## src/rtl/utmi_rx_pkg.sv

```systemverilog
package utmi_rx_pkg;

  // Line symbol encoding: bit 0 = dp, bit 1 = dm
  typedef enum logic [1:0] {
    LN_SE0 = 2'b00,
    LN_J   = 2'b01,
    LN_K   = 2'b10,
    LN_SE1 = 2'b11
  } line_t;

  typedef enum logic [1:0] {
    ST_HUNT  = 2'b00,
    ST_PKT   = 2'b01,
    ST_DRAIN = 2'b10
  } rx_state_t;

  // NRZI: unchanged level carries a one, a change carries a zero
  function automatic logic nrzi_bit(line_t cur, line_t prv);
    return cur == prv;
  endfunction

  // True when two samples form a J/K alternation
  function automatic logic is_flip(line_t cur, line_t prv);
    return (cur == LN_J && prv == LN_K) || (cur == LN_K && prv == LN_J);
  endfunction

endpackage

```

## src/rtl/utmi_ls_tracker.sv

```systemverilog
module utmi_ls_tracker #(
  parameter int STAGES = 2
) (
  input  logic       clk,
  input  logic       rst,
  input  logic       suspend_n,
  input  logic [1:0] raw_ls,
  output logic [1:0] line_state
);
  logic [1:0] sync_q;

  generate
    if (STAGES == 0) begin : g_nosync
      assign sync_q = raw_ls;
    end else begin : g_sync
      logic [1:0] pipe [STAGES];
      always_ff @(posedge clk) begin
        if (rst) pipe[0] <= 2'b00;
        else     pipe[0] <= raw_ls;
      end
      for (genvar i = 1; i < STAGES; i++) begin : g_stage
        always_ff @(posedge clk) begin
          if (rst) pipe[i] <= 2'b00;
          else     pipe[i] <= pipe[i-1];
        end
      end
      assign sync_q = pipe[STAGES-1];
    end
  endgenerate

  // Suspend: bypass the synchroniser
  assign line_state = suspend_n ? sync_q : raw_ls;

endmodule

```

## src/rtl/utmi_rx_decoder.sv

```systemverilog
module utmi_rx_decoder
  import utmi_rx_pkg::*;
#(
  parameter int STUFF_RUN    = 6,
  parameter int SYNC_MIN_ALT = 3
) (
  input  logic  clk,
  input  logic  rst,
  input  logic  bit_en,
  input  line_t sym,
  output logic  sop_evt,
  output logic  bit_vld,
  output logic  bit_val,
  output logic  pkt_end,
  output logic  viol_err,
  output logic  pkt_active
);
  localparam int ONES_W = $clog2(STUFF_RUN + 1);
  localparam int ALT_W  = $clog2(SYNC_MIN_ALT + 1);

  rx_state_t         state;
  line_t             prev_sym;
  logic [ALT_W-1:0]  alt_cnt;
  logic [ONES_W-1:0] ones_cnt;

  logic flip, dbit, data_sym, stuff_slot, in_pkt, alt_full;

  always_comb begin
    flip       = is_flip(sym, prev_sym);
    dbit       = nrzi_bit(sym, prev_sym);
    data_sym   = (sym == LN_J) || (sym == LN_K);
    stuff_slot = (ones_cnt == ONES_W'(STUFF_RUN));
    in_pkt     = (state == ST_PKT);
    alt_full   = (alt_cnt == ALT_W'(SYNC_MIN_ALT));
    sop_evt    = bit_en && (state == ST_HUNT) && (sym == LN_K) &&
                 (prev_sym == LN_K) && alt_full;
    pkt_end    = bit_en && in_pkt && (sym == LN_SE0);
    viol_err   = bit_en && in_pkt &&
                 ((sym == LN_SE1) || (data_sym && stuff_slot && dbit));
    bit_vld    = bit_en && in_pkt && data_sym && !stuff_slot;
    bit_val    = dbit;
  end

  assign pkt_active = in_pkt;

  always_ff @(posedge clk) begin
    if (rst) begin
      state    <= ST_HUNT;
      prev_sym <= LN_J;
      alt_cnt  <= '0;
      ones_cnt <= '0;
    end else if (bit_en) begin
      prev_sym <= sym;
      case (state)
        ST_HUNT: begin
          if (sop_evt) begin
            state    <= ST_PKT;
            alt_cnt  <= '0;
            ones_cnt <= '0;
          end else if (flip) begin
            if (!alt_full) alt_cnt <= alt_cnt + ALT_W'(1);
          end else begin
            alt_cnt <= '0;
          end
        end
        ST_PKT: begin
          if (pkt_end || viol_err) begin
            state    <= ST_DRAIN;
            ones_cnt <= '0;
          end else if (stuff_slot) begin
            ones_cnt <= '0;
          end else if (dbit) begin
            ones_cnt <= ones_cnt + ONES_W'(1);
          end else begin
            ones_cnt <= '0;
          end
        end
        default: begin
          if (sym == LN_J) begin
            state   <= ST_HUNT;
            alt_cnt <= '0;
          end
        end
      endcase
    end
  end

  a_r4_ones_bound: assert property (@(posedge clk) disable iff (rst)
    ones_cnt <= ONES_W'(STUFF_RUN));
  a_r1_sop_active: assert property (@(posedge clk) disable iff (rst)
    sop_evt |=> pkt_active);
  a_r5_viol_closes: assert property (@(posedge clk) disable iff (rst)
    viol_err |=> !pkt_active);

endmodule

```

## src/rtl/utmi_rx_assembler.sv

```systemverilog
module utmi_rx_assembler #(
  parameter int DATA_W = 8
) (
  input  logic              clk,
  input  logic              rst,
  input  logic              sop_evt,
  input  logic              bit_vld,
  input  logic              bit_val,
  input  logic              pkt_end,
  input  logic              viol_err,
  output logic [DATA_W-1:0] rx_data,
  output logic              rx_valid,
  output logic              rx_error
);
  localparam int IDX_W = $clog2(DATA_W);

  logic [DATA_W-1:0] shreg;
  logic [IDX_W-1:0]  idx;
  logic              last_bit;
  logic [DATA_W-1:0] next_byte;

  assign last_bit  = (idx == IDX_W'(DATA_W - 1));
  assign next_byte = {bit_val, shreg[DATA_W-1:1]};

  always_ff @(posedge clk) begin
    if (rst) begin
      shreg    <= '0;
      idx      <= '0;
      rx_data  <= '0;
      rx_valid <= 1'b0;
      rx_error <= 1'b0;
    end else begin
      rx_valid <= 1'b0;
      rx_error <= viol_err || (pkt_end && (idx != '0));
      if (sop_evt || pkt_end || viol_err) begin
        idx <= '0;
      end else if (bit_vld) begin
        shreg <= next_byte;
        if (last_bit) begin
          rx_data  <= next_byte;
          rx_valid <= 1'b1;
          idx      <= '0;
        end else begin
          idx <= idx + IDX_W'(1);
        end
      end
    end
  end

  a_r3_valid_single: assert property (@(posedge clk) disable iff (rst)
    rx_valid |=> !rx_valid);
  a_r3_valid_from_bit: assert property (@(posedge clk) disable iff (rst)
    rx_valid |-> $past(bit_vld));

endmodule

```

## src/rtl/utmi_rx_deser.sv

```systemverilog
module utmi_rx_deser
  import utmi_rx_pkg::*;
#(
  parameter int DATA_W       = 8,
  parameter int STUFF_RUN    = 6,
  parameter int SYNC_MIN_ALT = 3,
  parameter int LS_STAGES    = 2
) (
  input  logic              clk,
  input  logic              rst,
  input  logic              bit_en,
  input  logic              dp_lvl,
  input  logic              dm_lvl,
  input  logic              suspend_n,
  output logic [DATA_W-1:0] rx_data,
  output logic              rx_valid,
  output logic              rx_active,
  output logic              rx_error,
  output logic [1:0]        line_state
);
  line_t sym;
  logic  sop_evt, bit_vld, bit_val, pkt_end, viol_err;

  assign sym = line_t'({dm_lvl, dp_lvl});

  utmi_ls_tracker #(.STAGES(LS_STAGES)) u_ls (
    .clk        (clk),
    .rst        (rst),
    .suspend_n  (suspend_n),
    .raw_ls     ({dm_lvl, dp_lvl}),
    .line_state (line_state)
  );

  utmi_rx_decoder #(.STUFF_RUN(STUFF_RUN), .SYNC_MIN_ALT(SYNC_MIN_ALT)) u_dec (
    .clk        (clk),
    .rst        (rst),
    .bit_en     (bit_en),
    .sym        (sym),
    .sop_evt    (sop_evt),
    .bit_vld    (bit_vld),
    .bit_val    (bit_val),
    .pkt_end    (pkt_end),
    .viol_err   (viol_err),
    .pkt_active (rx_active)
  );

  utmi_rx_assembler #(.DATA_W(DATA_W)) u_asm (
    .clk      (clk),
    .rst      (rst),
    .sop_evt  (sop_evt),
    .bit_vld  (bit_vld),
    .bit_val  (bit_val),
    .pkt_end  (pkt_end),
    .viol_err (viol_err),
    .rx_data  (rx_data),
    .rx_valid (rx_valid),
    .rx_error (rx_error)
  );

  a_r6_error_no_active: assert property (@(posedge clk) disable iff (rst)
    rx_error |-> !rx_active);

endmodule

```

## config.mk

```make
export PLATFORM = sky130hd
export DESIGN_NAME = utmi_rx_deser
export DESIGN_NICKNAME = d
export VERILOG_FILES = /design/src/rtl/utmi_rx_pkg.sv /design/src/rtl/utmi_ls_tracker.sv /design/src/rtl/utmi_rx_decoder.sv /design/src/rtl/utmi_rx_assembler.sv /design/src/rtl/utmi_rx_deser.sv
export SDC_FILE = /design/constraint.sdc
export NUM_CORES = 1
export LEC_CHECK = 0
export BUFFER_PORTS_ARGS = -buffer_cell sky130_fd_sc_hd__buf_4
export CAP_MARGIN = 20
export CELL_PAD_IN_SITES_DETAIL_PLACEMENT = 0
export CELL_PAD_IN_SITES_GLOBAL_PLACEMENT = 1
export CORE_MARGIN = 4
export CORE_UTILIZATION = 44
export CTS_CLUSTER_SIZE = 30
export DETAILED_ROUTE_END_ITERATION = 12
export PLACE_DENSITY_LB_ADDON = 0.05
export SETUP_SLACK_MARGIN = 0.1
export SKIP_CTS_REPAIR_TIMING = 1
export SYNTH_ARGS = -nofsm -noshare
export SYNTH_HDL_FRONTEND = slang
export SYNTH_HIERARCHICAL = 1
export SYNTH_SLANG_ARGS = --single-unit
```

## constraint.sdc

```tcl
create_clock -name clk -period 3.32 [get_ports clk]
set_input_delay 0.83 -clock clk [delete_from_list [all_inputs] [get_ports clk]]
set_output_delay 0.83 -clock clk [all_outputs]
set_load 0.01 [all_outputs]
```

==> results.sh <==
export IMPL_port_buffers=18
export IMPL_cts_buffers=5
export IMPL_num_io_pins=19
export IMPL_grt_pass1_wl_um=5420
export IMPL_cts_sinks=33
export IMPL_rsz0062_at_grt="false"
export IMPL_gp_congestion=0.738
export IMPL_antenna_found_initial=0
export IMPL_cp_slowest_stage_delay_ns=0.48
export IMPL_synth_cell_types=46
export IMPL_finClkSkew_ns=0.00503
export IMPL_dr_pass1_iters=4
export IMPL_core_area_sq_um=3660
export IMPL_seq_area_frac_synth_pct=39.7
export IMPL_ys_async_sr_fraction_pct=0
export IMPL_synth_edff_count=0
export IMPL_syn_nets=189
export IMPL_maxCapViolCount=0
export IMPL_hold_viol_final=0
export IMPL_clockRootBuffer="clkbuf_8"
export IMPL_endpoint_kind="flip-flop"
export IMPL_cp_required_ns=3.53
export IMPL_final_area_sq_um=1930
export IMPL_clk_pin_slew_ns=0.07
export IMPL_insertion_delay_ns=0.28
export IMPL_path_class="input pin to flip-flop"
export IMPL_avgSynthCellArea_sq_um=9.61
export IMPL_ff2ff_path_depth=6
export IMPL_grt_max_degree=42
export IMPL_synth_warnings=6
export IMPL_detail_route_iter0_violations=34
export IMPL_crit_chain="buf_4 -> inv_1 -> ha_1 -> a311o_1 -> a2111o_1 -> or4b_1 -> a31oi_1"
export IMPL_drive_above_1_share_pct=16.6
export IMPL_setup_viol=0
export IMPL_die_w_um=69.5
export IMPL_clockBufferDepth=2
export IMPL_r2r_start="u_dec/ones_cnt[0]"
export IMPL_rr_endpoint="u_dec/ones_cnt[2]"
export IMPL_start_util_pct=45.4
export IMPL_gr_total_overflow=0
export IMPL_hp_class="flip-flop to flip-flop"
export IMPL_drt_wirelength_per_cell_um=13.3
export IMPL_outcome="finished clean"
export IMPL_synth_top_area_share_pct=39.7
export IMPL_cp_slowest_cell="or4b_1"
export IMPL_worst_pin_slew_ns=0.394
export IMPL_max_vdd_ir_drop_mv=0.277
export IMPL_num_rows=22
export IMPL_viasPerCell=5.21
export IMPL_p_leak_nw=0.765
export IMPL_die_y_um=69.5
export IMPL_rrSetupSlack_ns=1.12
export IMPL_crit_fanout=7
export IMPL_dp_hpwl_um=2270
export IMPL_finalCritPeriodShare_pct=79.0
export IMPL_synth_area_sq_um=1660
export IMPL_period_minus_slack_ns=2.62
export IMPL_drt_total_wl_um=3200
export IMPL_grt_use_total_pct=13.6
export IMPL_die_area_sq_um=4830
export IMPL_slew_headroom_pct=73.3
export IMPL_cp_start_kind="input pin"
export IMPL_hold_end="u_ls/g_sync.pipe[1][1]"
export IMPL_htree_levels=2
export IMPL_power_density_nw_per_um2=432
export IMPL_worstHoldPathCells=1
export IMPL_synth_top_cell_by_area="dfxtp_1"
export IMPL_synthTopCellsByArea="dfxtp_1 (40%), ha_1 (7.5%), mux2i_1 (5.4%)"
export IMPL_fin_nets=208
export IMPL_hp_start="u_ls/g_sync.pipe[0][1]"
export IMPL_place_area_sq_um=1810
export IMPL_power_total_mw=0.835
export IMPL_grt_pass1_vias=1236
export IMPL_cts_tree="yes"
export IMPL_antenna_diode_count=0
export IMPL_drv_slew=0
export IMPL_synth_flop_cell="dfxtp_1"
export IMPL_vias=1255
export IMPL_fmax_mhz=381
export IMPL_nFillCells=329
export IMPL_fin_setup_tns_ns=0
export IMPL_synth_seq_cells=33
export IMPL_area_growth_pct=16.1
export IMPL_cp_arrival_ns=2.83
export IMPL_drc_errors=0
export IMPL_ant_nets=0
export IMPL_synthCells=173
## cell type report
type	count	area [sq um]	share of cell area, %
Multi-Input combinational cell	121	906	46.9
Timing Repair Buffer	19	143	7.39
Tap cell	48	60.1	3.11
Inverter	12	45.0	2.33
Sequential cell	33	661	34.2
Clock inverter	1	30.0	1.56
Clock buffer	7	86.3	4.47
## worst max-delay path: cells and delay by family
family / cells / cell delay [ns]
AOI/OAI and AO/OA: 3 / 1.00
adders and majority gates: 1 / 0.33
buffers and inverters: 2 / 0.18
and+or+nand+nor: 1 / 0.48
## per-stage QoR
| stage | instances | hold WS (ns) | worst slack [ns] | utilization (%) |
|---|---|---|---|---|
| floorplan | 173 | 0.414 | 0.713 | - |
| global placement | 233 | 0.430 | 0.502 | 49.6 |
| detailed placement | 233 | 0.441 | 0.443 | 49.6 |
| CTS | 241 | 0.455 | 0.726 | 52.7 |
| global route | 241 | 0.464 | 0.649 | 52.7 |
| finish | 241 | 0.457 | 0.697 | 52.7 |
## cells in the mapped netlist (2+ instances only)
cell type / number
clkbuf_1: 3
o21ai_1: 2
nor2b_1: 6
a21oi_1: 7
nand4b_1: 9
and2_1: 2
o21ai_0: 7
buf_4: 2
ha_1: 10
nand3b_1: 4
nand3_1: 2
mux2_4: 2
inv_1: 12
nor2_1: 15
mux2i_1: 9
nand2_1: 4
dfxtp_1: 33
or4_1: 4
nand2b_1: 13
## cell families after synthesis
family | share of synthesized area [%]
flip-flops | 39.7
XOR/XNOR | 1.51
AO/OA/AOI/OAI | 11.5
AND/OR/NAND/NOR | 26.7
adder cells (fa/ha/maj) | 7.52
buffers and inverters | 5.79
multiplexers | 7.22
## cell usage in the layout (no fill, tap or decap), types with 2 or more instances in the layout
cell	n
nand4b_1	9
mux2i_1	9
nor2_1	15
nand3_1	2
or4_1	4
o21ai_0	7
o21ai_1	2
a21oi_1	7
buf_4	19
and2_1	2
nand2_1	4
nand3b_1	4
mux2_4	2
inv_1	12
ha_1	10
nor2b_1	6
nand2b_1	13
clkbuf_8	6
dfxtp_1	33
## power by group
| group | internal (mW) | switching [mW] |
|---|---|---|
| Clock | 0.245 | 0.138 |
| Combinational | 0.0229 | 0.0255 |
| Sequential | 0.400 | 0.00357 |
## worst max-delay path by stage
| stage | from | end | cells past startpoint |
|---|---|---|---|
| 2_1_floorplan | dp_lvl | u_dec/ones_cnt[2] | 6 |
| 3_3_place_gp | dp_lvl | u_dec/ones_cnt[2] | 7 |
| 3_5_place_dp | dp_lvl | u_dec/ones_cnt[2] | 7 |
| 4_1_cts | dp_lvl | u_dec/ones_cnt[2] | 7 |
| 5_1_grt | dp_lvl | u_dec/ones_cnt[2] | 7 |
| 6_report | dp_lvl | u_dec/ones_cnt[2] | 7 |
## registers in the layout, summed over array words and instances (netlist names)
name / count
u_asm/shreg: 7
u_ls/g_sync.pipe: 4
u_asm/rx_data: 8
u_asm/rx_valid: 1
u_dec/ones_cnt: 3
u_asm/rx_error: 1
u_dec/alt_cnt: 2
u_dec/state: 2
u_asm/idx: 3
u_dec/prev_sym: 2
## metal layers
metal  vias up  share of wire (%)  GRT usage [%]
met5         -                  0              0
met4         0               0.75           3.25
met3         4                4.2           5.22
met2        19                 45           21.2
met1       587                 50           17.8
li1        645                  -              -
Power figures use the tool's default switching activity.
